`src/rtl/i2c_cmd_master.sv`:
```
`timescale 1ns/1ps
module i2c_cmd_master #(
  parameter int CW = 16
) (
  input  logic        clk,
  input  logic        rst_n,
  input  logic        reg_we,
  input  logic [4:2]  reg_addr,
  input  logic [31:0] reg_wdata,
  output logic [31:0] reg_rdata,
  output logic        scl_oe,
  input  logic        scl_in,
  output logic        sda_oe,
  input  logic        sda_in,
  output logic        irq
);

  localparam logic [2:0] A_CTRL = 3'd0, A_CMD = 3'd1, A_CLR = 3'd2, A_STAT = 3'd3,
                         A_HI = 3'd4, A_LO = 3'd5, A_TX = 3'd6, A_RX = 3'd7;

  typedef enum logic [3:0] {IDLE, S_LO, S_HI, S_SDA, B_LO, B_HI, P_LO, P_HI, P_REL} st_t;

  st_t st, tgt;
  logic          jump;
  logic [8:0]    ctrl;
  logic [CW-1:0] hcnt, lcnt, cnt;
  logic [7:0]    txb, rxb, sh;
  logic [6:0]    stat;
  logic          busy;
  logic          c_nack, c_rd, c_wr, c_stop;
  logic [3:0]    bitn;
  logic          scl_drv, sda_drv, sda_want;
  logic [1:0]    scl_sy, sda_sy;
  logic          sda_p;
  logic          unused_bits;

  wire wr_cmd = reg_we && reg_addr == A_CMD;
  wire wr_clr = reg_we && reg_addr == A_CLR;
  wire go     = wr_cmd && st == IDLE && ctrl[8] && |reg_wdata[3:0];
  wire [6:0] clr_mask = wr_clr ? reg_wdata[6:0] : 7'd0;
  wire nb_wr  = (st == IDLE) ? reg_wdata[1] : c_wr;
  wire arb    = c_wr && bitn < 4'd8 && sh[7] && !sda_sy[1];

  assign unused_bits = ^reg_wdata;
  assign scl_oe = scl_drv;
  assign sda_oe = sda_drv;
  assign irq    = ctrl[7] & |(stat & ctrl[6:0]);

  function automatic st_t route(input logic s, input logic w, input logic r, input logic p);
    if (s)          return S_LO;
    else if (w | r) return B_LO;
    else if (p)     return P_LO;
    else            return IDLE;
  endfunction

  always_ff @(posedge clk or negedge rst_n)
    if (!rst_n) begin
      ctrl <= '0; hcnt <= '0; lcnt <= '0; txb <= '0;
    end else if (reg_we) begin
      case (reg_addr)
        A_CTRL: ctrl <= reg_wdata[8:0];
        A_HI:   hcnt <= reg_wdata[CW-1:0];
        A_LO:   lcnt <= reg_wdata[CW-1:0];
        A_TX:   txb  <= reg_wdata[7:0];
        default: ;
      endcase
    end

  always_ff @(posedge clk or negedge rst_n)
    if (!rst_n) begin
      scl_sy <= 2'b11; sda_sy <= 2'b11; sda_p <= 1'b1; busy <= 1'b0;
    end else begin
      scl_sy <= {scl_sy[0], scl_in};
      sda_sy <= {sda_sy[0], sda_in};
      sda_p  <= sda_sy[1];
      if (scl_sy[1] && sda_p && !sda_sy[1])      busy <= 1'b1;
      else if (scl_sy[1] && !sda_p && sda_sy[1]) busy <= 1'b0;
    end

  always_comb begin
    jump = 1'b0;
    tgt  = st;
    case (st)
      IDLE:  if (go) begin jump = 1'b1; tgt = route(reg_wdata[3], reg_wdata[1], reg_wdata[2], reg_wdata[0]); end
      S_LO:  if (cnt == '0) begin jump = 1'b1; tgt = S_HI; end
      S_HI:  if (cnt == '0) begin jump = 1'b1; tgt = S_SDA; end
      S_SDA: if (cnt == '0) begin jump = 1'b1; tgt = route(1'b0, c_wr, c_rd, c_stop); end
      B_LO:  if (cnt == '0) begin jump = 1'b1; tgt = B_HI; end
      B_HI:  if (cnt == '0) begin
               jump = 1'b1;
               if (bitn < 4'd8) tgt = arb ? IDLE : B_LO;
               else             tgt = route(1'b0, 1'b0, 1'b0, c_stop);
             end
      P_LO:  if (cnt == '0) begin jump = 1'b1; tgt = P_HI; end
      P_HI:  if (cnt == '0) begin jump = 1'b1; tgt = P_REL; end
      P_REL: if (cnt == '0) begin jump = 1'b1; tgt = IDLE; end
      default: ;
    endcase
  end

  always_ff @(posedge clk or negedge rst_n)
    if (!rst_n) begin
      st <= IDLE; cnt <= '0; stat <= '0; rxb <= '0; sh <= '0; bitn <= '0;
      scl_drv <= 1'b0; sda_drv <= 1'b0; sda_want <= 1'b0;
      c_nack <= 1'b0; c_rd <= 1'b0; c_wr <= 1'b0; c_stop <= 1'b0;
    end else begin
      stat <= stat & ~clr_mask;
      if (st inside {S_LO, B_LO, P_LO}) sda_drv <= sda_want;
      if (go) {c_nack, c_rd, c_wr, c_stop} <= {reg_wdata[4], reg_wdata[2:0]};
      if (st == S_SDA && jump) stat[6] <= 1'b1;
      if (st == P_REL && jump) stat[5] <= 1'b1;
      if (st == B_HI && jump && bitn == 4'd8) begin
        if (c_wr) begin
          stat[4] <= 1'b1;
          if (sda_sy[1]) stat[2] <= 1'b1;
        end else begin
          stat[3] <= 1'b1;
          rxb     <= sh;
        end
      end
      if (jump) begin
        st <= tgt;
        case (tgt)
          S_LO:  begin scl_drv <= 1'b1; cnt <= lcnt; sda_want <= 1'b0; end
          P_LO:  begin scl_drv <= 1'b1; cnt <= lcnt; sda_want <= 1'b1; end
          S_HI, B_HI, P_HI: begin scl_drv <= 1'b0; cnt <= hcnt; end
          S_SDA: begin sda_drv <= 1'b1; cnt <= hcnt; end
          P_REL: begin sda_drv <= 1'b0; cnt <= hcnt; end
          B_LO: begin
            scl_drv <= 1'b1;
            cnt     <= lcnt;
            if (st == B_HI) begin
              bitn     <= bitn + 4'd1;
              sh       <= {sh[6:0], sda_sy[1]};
              sda_want <= (bitn < 4'd7) ? (c_wr & ~sh[6]) : (~c_wr & ~c_nack);
            end else begin
              bitn     <= '0;
              sh       <= txb;
              sda_want <= nb_wr & ~txb[7];
            end
          end
          IDLE: begin
            stat[0] <= 1'b1;
            if (st == B_HI && arb) begin
              stat[1] <= 1'b1;
              scl_drv <= 1'b0;
              sda_drv <= 1'b0;
            end
          end
          default: ;
        endcase
      end else if (st != IDLE) begin
        cnt <= cnt - 1'b1;
      end
    end

  always_comb begin
    reg_rdata = '0;
    case (reg_addr)
      A_CTRL: reg_rdata[8:0]    = ctrl;
      A_STAT: reg_rdata[7:0]    = {busy, stat};
      A_HI:   reg_rdata[CW-1:0] = hcnt;
      A_LO:   reg_rdata[CW-1:0] = lcnt;
      A_TX:   reg_rdata[7:0]    = txb;
      A_RX:   reg_rdata[7:0]    = rxb;
      default: ;
    endcase
  end

  p_edge_apart_r2: assert property (@(posedge clk) disable iff (!rst_n)
    (scl_oe != $past(scl_oe)) |-> (sda_oe == $past(sda_oe)));

  p_over_at_end_r3: assert property (@(posedge clk) disable iff (!rst_n)
    (st == IDLE && $past(st) != IDLE) |-> stat[0]);

  p_clear_over_r8: assert property (@(posedge clk) disable iff (!rst_n)
    (wr_clr && reg_wdata[0] && st == IDLE) |=> !stat[0]);

  p_arb_release_r10: assert property (@(posedge clk) disable iff (!rst_n)
    $rose(stat[1]) |-> (!scl_oe && !sda_oe));

  p_cmd_held_r11: assert property (@(posedge clk) disable iff (!rst_n)
    (wr_cmd && st != IDLE) |=> $stable({c_nack, c_rd, c_wr, c_stop}));

  p_off_no_run_r13: assert property (@(posedge clk) disable iff (!rst_n)
    (wr_cmd && !ctrl[8] && st == IDLE) |=> st == IDLE);

endmodule

```
`config.mk`:
```
export PLATFORM = sky130hd
export DESIGN_NAME = i2c_cmd_master
export DESIGN_NICKNAME = d
export VERILOG_FILES = /design/src/rtl/i2c_cmd_master.sv
export SDC_FILE = /design/constraint.sdc
export NUM_CORES = 1
export LEC_CHECK = 0
export ABC_AREA = 1
export BUFFER_PORTS_ARGS = -buffer_cell sky130_fd_sc_hd__buf_2
export CAP_MARGIN = 10
export CORE_MARGIN = 1
export CORE_UTILIZATION = 53
export DETAILED_ROUTE_END_ITERATION = 8
export GPL_ROUTABILITY_DRIVEN = 0
export PLACE_DENSITY = 0.77
export SYNTH_ARGS = -nofsm -noshare
export SYNTH_HDL_FRONTEND = slang
export SYNTH_SLANG_ARGS = --single-unit
```
`constraint.sdc`:
```
create_clock -name clk -period 2 [get_ports clk]
set_input_delay 0.2 -clock clk [delete_from_list [all_inputs] [get_ports clk]]
set_output_delay 0.2 -clock clk [all_outputs]
set_load 0.02 [all_outputs]
```
* Word level (Yosys, flattened, before mapping)
Index checks and enable logic that the tools add are counted.
** Cells by class
- Reductions and logical operators :: 44
- Muxes and demuxes :: 51
- Add/sub/neg operators :: 2
- Bitwise gates (word level) :: 13
- Order comparisons :: 2
- Equal/unequal tests :: 26
** Operators with widths (count)
- $pmux W8 S6 :: 1
- $mux W4 :: 11
- $pmux W4 S9 :: 1
- $eq A4 B3 Y1 const B :: 8
- $mux W16 :: 2
- $pmux W16 S2 :: 1
- $mux W3 :: 7
- $mux W1 :: 18
- $logic_and A1 B1 Y1 :: 17
- $eq A4 B2 Y1 const B :: 4
- $logic_not A16 Y1 :: 1
- $reduce_and A2 Y1 :: 8
- $sub A16 B1 Y16 const B :: 1
- $and A7 B7 Y7 :: 2
- $pmux W7 S2 :: 1
- $eq A3 B3 Y1 const B :: 4
- $eq A4 B4 Y1 const B :: 3
- $pmux W1 S3 :: 4
- $reduce_bool A3 Y1 :: 3
- $eq A4 B1 Y1 const B :: 2
- $logic_not A4 Y1 :: 2
- $mux W8 :: 1
- $reduce_or A8 Y1 :: 1
- $mux W7 :: 1
- other kinds (22) :: 34
** Storage, ports and cells
- Register bits after elaboration :: 109
- Input bits :: 40

* Depth between registers and ports, before layout
- Depth in word-level cells :: 12
- Depth in mapped cells :: 18
- Mapped depth without buffers :: 17

* Worst setup path after synthesis
No wires, ideal clock.
- Path kind :: register to register
- From :: register cnt[0]
- To :: register cnt[4]
- Arrival :: 1.929 ns
- Cell stages (with the launch flop) :: 17
- Path slack :: -0.049 ns
- Library setup time :: 0.120 ns
- Data required time :: 1.880 ns
- Path buffers :: 1
- Cells stage by stage :: dfrtp_1 > inv_1 > ha_1 > nand3_2 > nor2_4 > nand2_4 > nand2_1 > nand2_1 > nand2_2 > nand3_4 > nor2_2 > nand2_4 > nand2_4 > buf_6 > nand2_1 > nand3_1 > a21oi_2
** Between the ends
- Longest elaborated chain between the ends :: 7
- Elaborated cells between the ends (all ways) :: 29
- Those cells by class :: add/sub: 1; eq/ne: 9; mux: 14; reduce/logical: 5
** RTL lines
- start: declaration :: line 26 : logic [CW-1:0] hcnt, lcnt, cnt;
- start signal: assignment :: line 131 : cnt <= lcnt;
- start signal: assignment :: line 153 : cnt <= cnt - 1'b1;
- $logic_not A16 Y1
- $mux W4, or another cell as far along :: line 96 : P_REL: if (cnt == '0) begin jump = 1'b1; tgt = IDLE; end
- $pmux W4 S9 :: line 83 : case (st)
- $eq A4 B4 Y1, or another cell as far along :: line 123 : case (tgt)
- $reduce_or A5 Y1 (no source line) / $reduce_or A3 Y1 (equally long branches)
- $pmux W16 S2 / $ne A3 B3 Y1 (equally long branches)
- $mux W16 / $reduce_and A2 Y1 (equally long branches)
Several ways; a longest one is shown, not always the timed one. The select of a mux whose other input is x is not followed.
A chain may end at the register's enable or synchronous reset.

* Worst setup path in the final report
- From :: register st[0]
- To :: register cnt[0]
** Between the ends
- Longest elaborated chain between the ends :: 10
- Elaborated cells between the ends (all ways) :: 41
- Those cells by class :: eq/ne: 17; mux: 14; reduce/logical: 10
** RTL lines
- start: declaration :: line 23 : st_t st, tgt;
- start signal: assignment :: line 122 : st <= tgt;
- $logic_not A4 Y1 :: line 39, 83
- $logic_and A1 B1 Y1 (3 in series) :: line 39 : wire go = wr_cmd && st == IDLE && ctrl[8] && |reg_wdata[3:0];
- $mux W4 :: line 84 : IDLE: if (go) begin jump = 1'b1; tgt = route(reg_wdata[3], reg_wdata[1], reg_wdata[2], reg_wdata[0]); end
- $pmux W4 S9 :: line 83
- $eq A4 B4 Y1, or another cell as far along :: line 123
- $reduce_or A5 Y1 (no source line) / $reduce_or A3 Y1 (equally long branches)
- $pmux W16 S2 / $ne A3 B3 Y1 (equally long branches)
- $mux W16 / $reduce_and A2 Y1 (equally long branches)
Several ways; a longest one is shown, not always the timed one.

==> reports/qor.txt <==
status = finished with violations
failing checks = setup timing
WL per Instance = 16.49 um
Syn-to-layout area delta = 27.52%
Hold Path Stages = 3
Tightest Pin Transition = 0.6038 ns
num rows = 38
Synth Instances = 751
share of cells above drive strength 1 = 32.13%
Seq/Total Area, Yosys = 46.00%
most frequent cells in the layout = nand2_1, dfrtp_1, buf_4
top sig layer = met4
Bufs on Longest Clock Path = 2
most common cell after layout, fill and taps aside = nand2_1
Synth Flop Type = dfrtp_1
Netlist cell types = 47
CTS tree = yes
CTS buffer count = 9
maxcap violations = 0
PnR worst setup slack = -0.1230 ns
post-route minimum period = 2.123 ns
DRT Pass-1 Iters = 5
Metal-1 WL = 6778 um
Worst Setup Path Type = flop to flop
Vias per Instance = 5.717
clk slew on worst S/H paths = 0.11 ns
Synth async-reset ratio = 100.0%
met3 wire len = 1296 um
initial antenna violation count = 0
largest net degree at the start of global routing = 110
Seq. cell area = 2738 um^2
synthesized area per cell = 7.914 um^2
Root Driver = clkbuf_8
number of global-route vias before repair = 5331
setup TNS = -2.372 ns
final hold violations = 0
number of synthesized flops with an enable pin = 0
Worst-Skew Late Latency = 0.39 ns
Peak VDD IR = 0.5121 mV
Initial Util = 54.59%
hold path start = reg_wdata[15]
FILL cells = 817
FMAX = 0.4710 GHz
critical path peak fanout = 7
fin crit share = 106.2%
Yosys warnings = 0
hold-critical path endpoint = lcnt[15]$_DFFE_PN0P_
global router's overall resource usage = 29.27%
placed cells = 991
# DRC = 0
Via Count = 5889
startpoint types = flop
R2R depth = 16
Worst Hold Class = input port to flop
non-filler instance count after layout = 1030
post-synthesis cell area = 5943 um^2
total gr overflow = 0
Synth Register Bits = 109
DR WL met2 = 8337 um
dpl ws = -0.2145 ns
DP Wirelength = 11240 um
max_slew headroom = 59.75%
Worst R2R End = cnt[0]$_DFFE_PN0P_
WP data arrival = 2.42 ns
Nets = 928
Pleak = 3.669 nW
first-pass GRT wire length = 25920 um
Routed Antenna Nets = 0
Final setup viols = 36
Port-buffer cells = 42
# diodes = 0
RSZ-0062 raised after global routing = yes
Die Y = 107.9 um
maximum level of the CTS H-tree = 3
drt total wl = 16990 um
die width = 107.9 um
CP required = 2.30 ns
skew final = 0.01140 ns
R2R setup slack = -0.12 ns
Iter 0 DRT Violations = 710
PwrDens = 585.5 nW/um^2
TritonCTS sink count = 109
number of I/O pins = 75
Final Max Slew Viols = 0
total die area = 11640 um^2
Worst R2R Start = st[0]$_DFFE_PN0P_
CORE AREA = 10890 um^2
area of the multi-input gates = 3087 um^2
crit end category = flop
==> state kept, by name, summed over array words and instances (netlist names), 2 cells and up <==
name    cells
bitn        4
st          4
ctrl        9
lcnt       16
scl_sy      2
stat        7
rxb         8
sda_sy      2
hcnt       16
cnt        16
txb         8
sh          8
==> where the power goes <==
group	total, mW	switching [mW]	leakage [nW]	internal (mW)
clock network	1.28	0.814	0.0804	0.470
logic	0.587	0.366	2.23	0.221
registers	2.57	0.166	1.36	2.40
total	4.44	1.35	3.67	3.09
==> how the worst max path moves through the flow <==
stage | from | to | slack (ns) | depth (start not counted)
after floorplan | cnt[0]$_DFFE_PN0P_ | cnt[12]$_DFFE_PN0P_ | 0.002 | 18
after global placement | reg_addr[2] | cnt[8]$_DFFE_PN0P_ | -0.1 | 16
after detailed placement | reg_addr[2] | cnt[7]$_DFFE_PN0P_ | -0.21 | 16
after CTS | cnt[0]$_DFFE_PN0P_ | cnt[7]$_DFFE_PN0P_ | -0.06 | 13
after global routing | cnt[1]$_DFFE_PN0P_ | cnt[0]$_DFFE_PN0P_ | -0.25 | 16
final | st[0]$_DFFE_PN0P_ | cnt[0]$_DFFE_PN0P_ | -0.12 | 16
==> synthesized netlist by cell type (all sizes together), types with 2 or more instances <==
master	n	share of area, %
a21oi	24	2.1
buf	25	3.1
ha	3	0.63
xor2	5	0.74
dfrtp	104	44
inv	76	4.9
o22ai	5	0.53
nor4	5	0.53
nand3	60	5.7
nor2	60	5.1
nand4	10	1.2
clkbuf	14	0.88
a22oi	7	0.88
mux2	2	0.38
dfstp	5	2.2
o21ai	98	8.4
a211oi	3	0.38
a22o	12	1.8
a221oi	3	0.44
nand2	211	14
nor3	5	0.42
xnor2	5	0.74
==> worst max-delay path, stage by stage (launching register included) <==
cell     delay [ns]
dfrtp_2        0.46
buf_4          0.16
nand2_2        0.09
nor2_4         0.05
nand2_1        0.07
nand2_2        0.08
nand2_1        0.07
nand2_1        0.06
nor2_2         0.15
nand2_4        0.09
nor2_8         0.18
nand2_8        0.12
buf_6          0.17
nand3_2        0.07
nand3_2        0.06
nand2_1        0.09
nand2_1        0.05
==> routing by layer <==
layer,vias up,global-route usage [%]
li1,2713,-
met1,2830,38.74
met2,291,46.61
met3,55,5.690
met4,0,12.92
met5,-,0
==> cell type report <==
cell class | count | share of cell area (%)
timing repair buffer | 146 | 14.41
clock buffer | 9 | 1.634
multi-input combinational | 542 | 40.73
inverter | 77 | 4.012
sequential | 109 | 36.12
tap | 140 | 2.311
clock inverter | 7 | 0.7760
==> cells by family after synthesis <==
| family | after synthesis | share of synthesized area (%) |
|---|---|---|
| mux | 2 | 0.3789 |
| other cells | 1 | 0.06310 |
| buf+inv | 116 | 8.947 |
| compound gates | 158 | 15.24 |
| simple gates | 352 | 27.26 |
| fa+ha+maj | 3 | 0.6316 |
| flops | 109 | 46.00 |
| xor+xnor | 10 | 1.474 |
==> timing repair <==
action,in CTS,in global routing
pin swaps,38,28
buffers inserted,9,9
hold buffers,3,0
gates resized for setup,45,62
setup endpoints to repair,40,44
endpoints found under the hold margin,106,0
gates cloned,2,0
==> metrics by stage <==
| stage | power (mW) | hold WS, ns | cell area (um^2) | utilization, % |
|---|---|---|---|---|
| floorplan | 2.920 | -0.09559 | 6015 | - |
| detailed placement | 3.145 | 0.3065 | 6818 | 62.62 |
| CTS | 4.422 | 0.06424 | 7313 | 67.17 |
| global route | 4.637 | 0.07602 | 7579 | 69.60 |
| finish | 4.437 | 0.06597 | 7579 | 69.60 |
| global placement | 3.111 | 0.3080 | 6818 | 62.62 |
(Power assumes the default switching activity.)
